$ cat src/rtl/pixel_line_divider_pkg.sv
package pixel_line_divider_pkg;
  localparam int DIV_W  = 12;
  localparam int HI_W   = 8;
  localparam int LO_W   = DIV_W - HI_W;
  localparam int HSW_W  = 8;
  localparam int ADDR_W = 8;
  localparam int DATA_W = 8;

  // Strobes and values handed from register control to the counting datapath
  typedef struct packed {
    logic             applyDiv;
    logic [DIV_W-1:0] newDiv;
    logic [HSW_W-1:0] width;
  } lineCtl_t;
endpackage

$ cat src/rtl/pixel_line_divider_regs.sv
module pixel_line_divider_regs
  import pixel_line_divider_pkg::*;
#(
  parameter int ADDR_DIV_HI   = 1,
  parameter int ADDR_DIV_LO   = 2,
  parameter int ADDR_HS_WIDTH = 7,
  parameter int RESET_DIV     = 1693,
  parameter int RESET_WIDTH   = 32,
  parameter int MIN_DIV       = 2
) (
  input  logic              clk,
  input  logic              rst_n,
  input  logic              wrEn,
  input  logic [ADDR_W-1:0] addr,
  input  logic [DATA_W-1:0] wrData,
  input  logic              lineEnd,
  output lineCtl_t          ctl,
  output logic [DATA_W-1:0] rdData
);
  localparam logic [DIV_W-1:0]  RST_DIV_V = DIV_W'(RESET_DIV);
  localparam logic [DIV_W-1:0]  MIN_V     = DIV_W'(MIN_DIV);
  localparam logic [HSW_W-1:0]  RST_W_V   = HSW_W'(RESET_WIDTH);
  localparam logic [ADDR_W-1:0] A_HI      = ADDR_W'(ADDR_DIV_HI);
  localparam logic [ADDR_W-1:0] A_LO      = ADDR_W'(ADDR_DIV_LO);
  localparam logic [ADDR_W-1:0] A_HSW     = ADDR_W'(ADDR_HS_WIDTH);

  logic [HI_W-1:0]  shadowHi;
  logic [LO_W-1:0]  shadowLo;
  logic [HSW_W-1:0] widthReg;
  logic [DIV_W-1:0] pendingDiv;
  logic             pendingValid;

  logic             wrHi, wrLo, wrHsw;
  logic [DIV_W-1:0] assembled, clamped;

  assign wrHi      = wrEn && (addr == A_HI);
  assign wrLo      = wrEn && (addr == A_LO);
  assign wrHsw     = wrEn && (addr == A_HSW);
  assign assembled = {shadowHi, wrData[DATA_W-1 -: LO_W]};
  assign clamped   = (assembled < MIN_V) ? MIN_V : assembled;

  always_ff @(posedge clk or negedge rst_n) begin
    if (!rst_n) begin
      shadowHi     <= RST_DIV_V[DIV_W-1 -: HI_W];
      shadowLo     <= RST_DIV_V[LO_W-1:0];
      widthReg     <= RST_W_V;
      pendingDiv   <= RST_DIV_V;
      pendingValid <= 1'b0;
    end else begin
      if (wrHi) shadowHi <= wrData;
      if (wrHsw) widthReg <= wrData[HSW_W-1:0];
      if (wrLo) begin
        shadowLo   <= wrData[DATA_W-1 -: LO_W];
        pendingDiv <= clamped;
      end
      // a fresh low write wins over the handoff at a line boundary
      if (wrLo) pendingValid <= 1'b1;
      else if (lineEnd) pendingValid <= 1'b0;
    end
  end

  assign ctl.applyDiv = pendingValid && lineEnd;
  assign ctl.newDiv   = pendingDiv;
  assign ctl.width    = widthReg;

  always_comb begin
    rdData = '0;
    if (addr == A_HI) rdData = shadowHi;
    else if (addr == A_LO) rdData = {shadowLo, {(DATA_W-LO_W){1'b0}}};
    else if (addr == A_HSW) rdData = DATA_W'(widthReg);
  end
endmodule

$ cat src/rtl/pixel_line_divider_datapath.sv
module pixel_line_divider_datapath
  import pixel_line_divider_pkg::*;
#(
  parameter int RESET_DIV   = 1693,
  parameter int RESET_WIDTH = 32
) (
  input  logic     clk,
  input  logic     rst_n,
  input  lineCtl_t ctl,
  output logic     lineEnd,
  output logic     lineStart,
  output logic     hsyncOut
);
  localparam logic [DIV_W-1:0] RST_DIV_V = DIV_W'(RESET_DIV);
  localparam logic [HSW_W-1:0] RST_W_V   = HSW_W'(RESET_WIDTH);

  logic [DIV_W-1:0] pixCnt;
  logic [DIV_W-1:0] activeDiv;
  logic [HSW_W-1:0] lineWidth;

  assign lineEnd   = (pixCnt == activeDiv);
  assign lineStart = (pixCnt == '0);
  assign hsyncOut  = (pixCnt < DIV_W'(lineWidth));

  always_ff @(posedge clk or negedge rst_n) begin
    if (!rst_n) begin
      pixCnt    <= '0;
      activeDiv <= RST_DIV_V;
      lineWidth <= RST_W_V;
    end else if (lineEnd) begin
      pixCnt    <= '0;
      lineWidth <= ctl.width;
      if (ctl.applyDiv) activeDiv <= ctl.newDiv;
    end else begin
      pixCnt <= pixCnt + 1'b1;
    end
  end
endmodule

$ cat src/rtl/pixel_line_divider.sv
module pixel_line_divider
  import pixel_line_divider_pkg::*;
#(
  parameter int ADDR_DIV_HI   = 1,
  parameter int ADDR_DIV_LO   = 2,
  parameter int ADDR_HS_WIDTH = 7,
  parameter int RESET_DIV     = 1693,
  parameter int RESET_WIDTH   = 32,
  parameter int MIN_DIV       = 2
) (
  input  logic              clk,
  input  logic              rst_n,
  input  logic              regWrEn,
  input  logic [ADDR_W-1:0] regAddr,
  input  logic [DATA_W-1:0] regWrData,
  output logic [DATA_W-1:0] regRdData,
  output logic              lineStart,
  output logic              hsyncOut
);
  lineCtl_t ctl;
  logic     lineEnd;

  pixel_line_divider_regs #(
    .ADDR_DIV_HI(ADDR_DIV_HI), .ADDR_DIV_LO(ADDR_DIV_LO),
    .ADDR_HS_WIDTH(ADDR_HS_WIDTH), .RESET_DIV(RESET_DIV),
    .RESET_WIDTH(RESET_WIDTH), .MIN_DIV(MIN_DIV)
  ) u_regs (
    .clk(clk), .rst_n(rst_n), .wrEn(regWrEn), .addr(regAddr),
    .wrData(regWrData), .lineEnd(lineEnd), .ctl(ctl), .rdData(regRdData)
  );

  pixel_line_divider_datapath #(
    .RESET_DIV(RESET_DIV), .RESET_WIDTH(RESET_WIDTH)
  ) u_dp (
    .clk(clk), .rst_n(rst_n), .ctl(ctl), .lineEnd(lineEnd),
    .lineStart(lineStart), .hsyncOut(hsyncOut)
  );
endmodule

$ cat config.mk
export PLATFORM = sky130hd
export DESIGN_NAME = pixel_line_divider
export DESIGN_NICKNAME = d
export VERILOG_FILES = /design/src/rtl/pixel_line_divider_pkg.sv /design/src/rtl/pixel_line_divider_regs.sv /design/src/rtl/pixel_line_divider_datapath.sv /design/src/rtl/pixel_line_divider.sv
export SDC_FILE = /design/constraint.sdc
export NUM_CORES = 1
export LEC_CHECK = 0
export BUFFER_PORTS_ARGS = -buffer_cell sky130_fd_sc_hd__buf_2
export CORE_MARGIN = 2
export CORE_UTILIZATION = 53
export DETAILED_ROUTE_END_ITERATION = 6
export PLACE_DENSITY = 0.85
export SYNTH_ARGS = -nofsm -noshare
export SYNTH_HDL_FRONTEND = slang
export SYNTH_SLANG_ARGS = --single-unit
$ cat constraint.sdc
create_clock -name clk -period 1.8 [get_ports clk]
set_input_delay 0 -clock clk [delete_from_list [all_inputs] [get_ports clk]]
set_output_delay 0 -clock clk [all_outputs]
set_load 0.01 [all_outputs]
==> results.toml <==
[routing]
routed_wl_mm = 7.30
antenna_left = 0
wire_per_inst_um = 18.3
viasPerCell = 5.60
first_iter_violations = 102
drc = 0
via_count = 2229
firstDrtPassIters = 5

[critical_path]
cp_max_fo = 6
cpMaxStageDelayCell = "dfrtp_2"
path_cells = "xor2_1 > nor4_2 > buf_4 > nand4_1 > buf_6 > mux2_2"
end_kind = "flip-flop"
critPathMaxStageDelay_ps = 460
crit_arrival_ps = 2140
start_kind = "flip-flop"
critPathKind = "flip-flop to flip-flop"
cp.required_ps = 2040

[placement]
post-dp-hpwl_mm = 4.54
routabilityCongestion = 0.830
dpl_worst_slack_ps = -51.0
port_buffers = 28

[final_layout]
diodes = 0
multi_input_area_um2 = 1460
fillerInstances = 397
drive_above_1_share = 0.489
register_area_um2 = 1660
nNetsFinal = 346
syn_to_final_growth_pct = 26.4

[global_routing]
grt_pass1_wl_mm = 10.8
gr-usage-all-layers = 0.226
gr-total-overflow = 0
first_global_vias = 2243
grt_start_max_net_pins = 66
grt_antenna_before_repair = 0

[min_path]
hold_path.class = "input pin to asynchronous set/reset pin"

[sta]
fmax_mhz = 527
slew_headroom = 0.724
setup_viol = 21
worst_pin_slew_ps = 410
setup_slack_ps = -99.0
clock_skew_ps = 8.74
maxSlewViolCount = 0
grt_setup_unrepaired = "true"
fin_crit_ps = 1900
post-route-period-util = 1.06
hold_viol_final = 0

[synthesis]
synthCells = 253
seq_area_frac_synth = 0.528
ys_types = 36
ys_warn_count = 0
synth_nets = 281
synth-seq-cells = 65
synth.avg_cell_area_um2 = 12.4
synth_area_um2 = 3140

[power_and_ir_drop]
leakage_nw = 1.95
vdd_drop_max_v = 0.000688
finalPower_w = 0.00438
p_per_area_nw_per_um2 = 1100

[clocking]
cts_tree = "done"
clk_pin_slew_worst_paths_ps = 70
root_buffer = "clkbuf_8"
cts_made_buffers = 9
htree_levels = 3
clock_path_buffers = 2
clk_latency_ps = 350
cts.sinks = 65

[die]
die_area_um2 = 6550
pin_count = 29
die_h_um = 80.9
core_um2 = 5820
die_w_um = 80.9
start_util = 0.539
rows = 28

[outcome]
outcome = "finished, violations left"
violations = "setup timing"

[flow_run]
max_cap_viol_count = 0
-- state kept, by name, indices dropped and copies added (netlist names) --
signal and count:
u_dp.lineWidth 8, u_regs.shadowHi 8, u_dp.activeDiv 12, u_regs.pendingValid 1, u_regs.pendingDiv 12, u_dp.pixCnt 12, u_regs.widthReg 8, u_regs.shadowLo 4
-- synthesized netlist by cell type --
cell type  number  area (um2)
nor4_1         12        75.1
buf_6           2        22.5
nand2b_1        2        12.5
buf_1           1        3.75
nor2_1         13        48.8
a211oi_1        1        7.51
nor2b_1         1        6.26
mux2_4          5        75.1
a21oi_1         2        10.0
dfstp_2        23         604
nand2_1         8        30.0
clkbuf_1        5        18.8
or4_4           2        22.5
xor2_1         15         131
xnor2_1         6        52.6
and3_1          2        12.5
buf_2           1        5.00
nor4b_1         1        8.76
o21a_1          1        7.51
and2_1          1        6.26
a21o_1          3        22.5
nor3_1          3        15.0
nand4_1         4        25.0
a31o_2          1        8.76
inv_1          20        75.1
a222oi_1        4        40.0
nand3_1         5        25.0
mux2_2         44         495
a2bb2oi_1       1        8.76
and4_1          2        17.5
nor3_2          1        10.0
dfrtp_1        42        1050
or3b_2          1        8.76
ha_1            9         113
o21ai_0         5        25.0
a22o_1          4        35.0
-- layout by cell type, fill, tap and decap left out, drive strengths merged, types with 9 or more instances in the layout --
master        n
nor4         12
dlygate4sd3   9
buf          53
ha            9
inv          20
xor2         15
mux2         49
dfstp        23
nor2         13
dfrtp        42
clkbuf       13
-- logic make-up after synthesis --
logic type                 share of synthesized area
AOI/OAI and AO/OA                             0.0527
xor gates and xnor gates                      0.0586
adders and majority gates                     0.0359
buffers and inverters                         0.0399
DFF                                            0.528
muxes                                          0.182
and+or+nand+nor                                0.103
-- per-layer routing --
layer / routed length, um / global-route usage / up-vias
met3: 289 / 0.0644 / 24
met2: 3650 / 0.367 / 64
li1: - / - / 1022
met5: 0 / 0 / -
met4: 208 / 0.0915 / 0
met1: 3150 / 0.285 / 1119
-- power breakdown --
part / leakage [nW] / switching (W) / internal [W]
clock network: 0.101 / 0.000573 / 0.000681
logic: 1.04 / 0.000655 / 0.000724
registers: 0.801 / 0.000124 / 0.00162
-- final timing paths --
kind | from | to | slack (ps) | cells after the start
setup / recovery | u_dp.pixCnt[11] | u_dp.activeDiv[5] | -100 | 6
hold / removal | rst_n | u_dp.pixCnt[2] | 180 | 3
setup reg to reg | u_dp.pixCnt[11] | u_dp.activeDiv[5] | -100 | 6
hold reg to reg | u_regs.shadowLo[0] | u_regs.shadowLo[0] | 490 | 2
max in group asynchronous | rst_n | u_regs.shadowHi[3] | 1300 | 3
min in group clk | regAddr[3] | u_regs.shadowLo[0] | 200 | 3
-- what timing repair did --
item                                    CTS  global route
endpoints found under the hold margin    89             0
resized for setup                         8            16
pin swaps                                 8             8
endpoints found under the setup margin   16            32
setup buffers                             2             1
gates cloned                              0             1
hold buffers                              9             0
-- final cells by class --
type | instances | area share
flip-flops and latches | 65 | 0.418
multi-input cells | 159 | 0.369
repair buffers | 63 | 0.121
clock buffers | 12 | 0.0366
well taps | 75 | 0.0237
inverters | 20 | 0.0189
clock inverters | 4 | 0.0133
-- worst max-delay path: cells and delay by family (launching register included) --
family	cells	cell delay, ps
flip-flops	1	460
buffers and inverters	2	360
AND/OR/NAND/NOR	2	490
XOR/XNOR	1	190
multiplexers	1	270
-- stage by stage --
step	setup TNS (ps)	utilization	instance area, um2	instances	hold WS (ps)
6_report	-1380	0.682	3970	398	175
5_1_grt	-3550	0.682	3970	398	218
4_1_cts	-36.5	0.664	3860	396	193
3_5_place_dp	-403	0.604	3510	369	35.9
3_3_place_gp	-9.61	0.604	3510	369	33.5
2_1_floorplan	0	-	3140	253	-296
(Power assumes the default switching activity.)
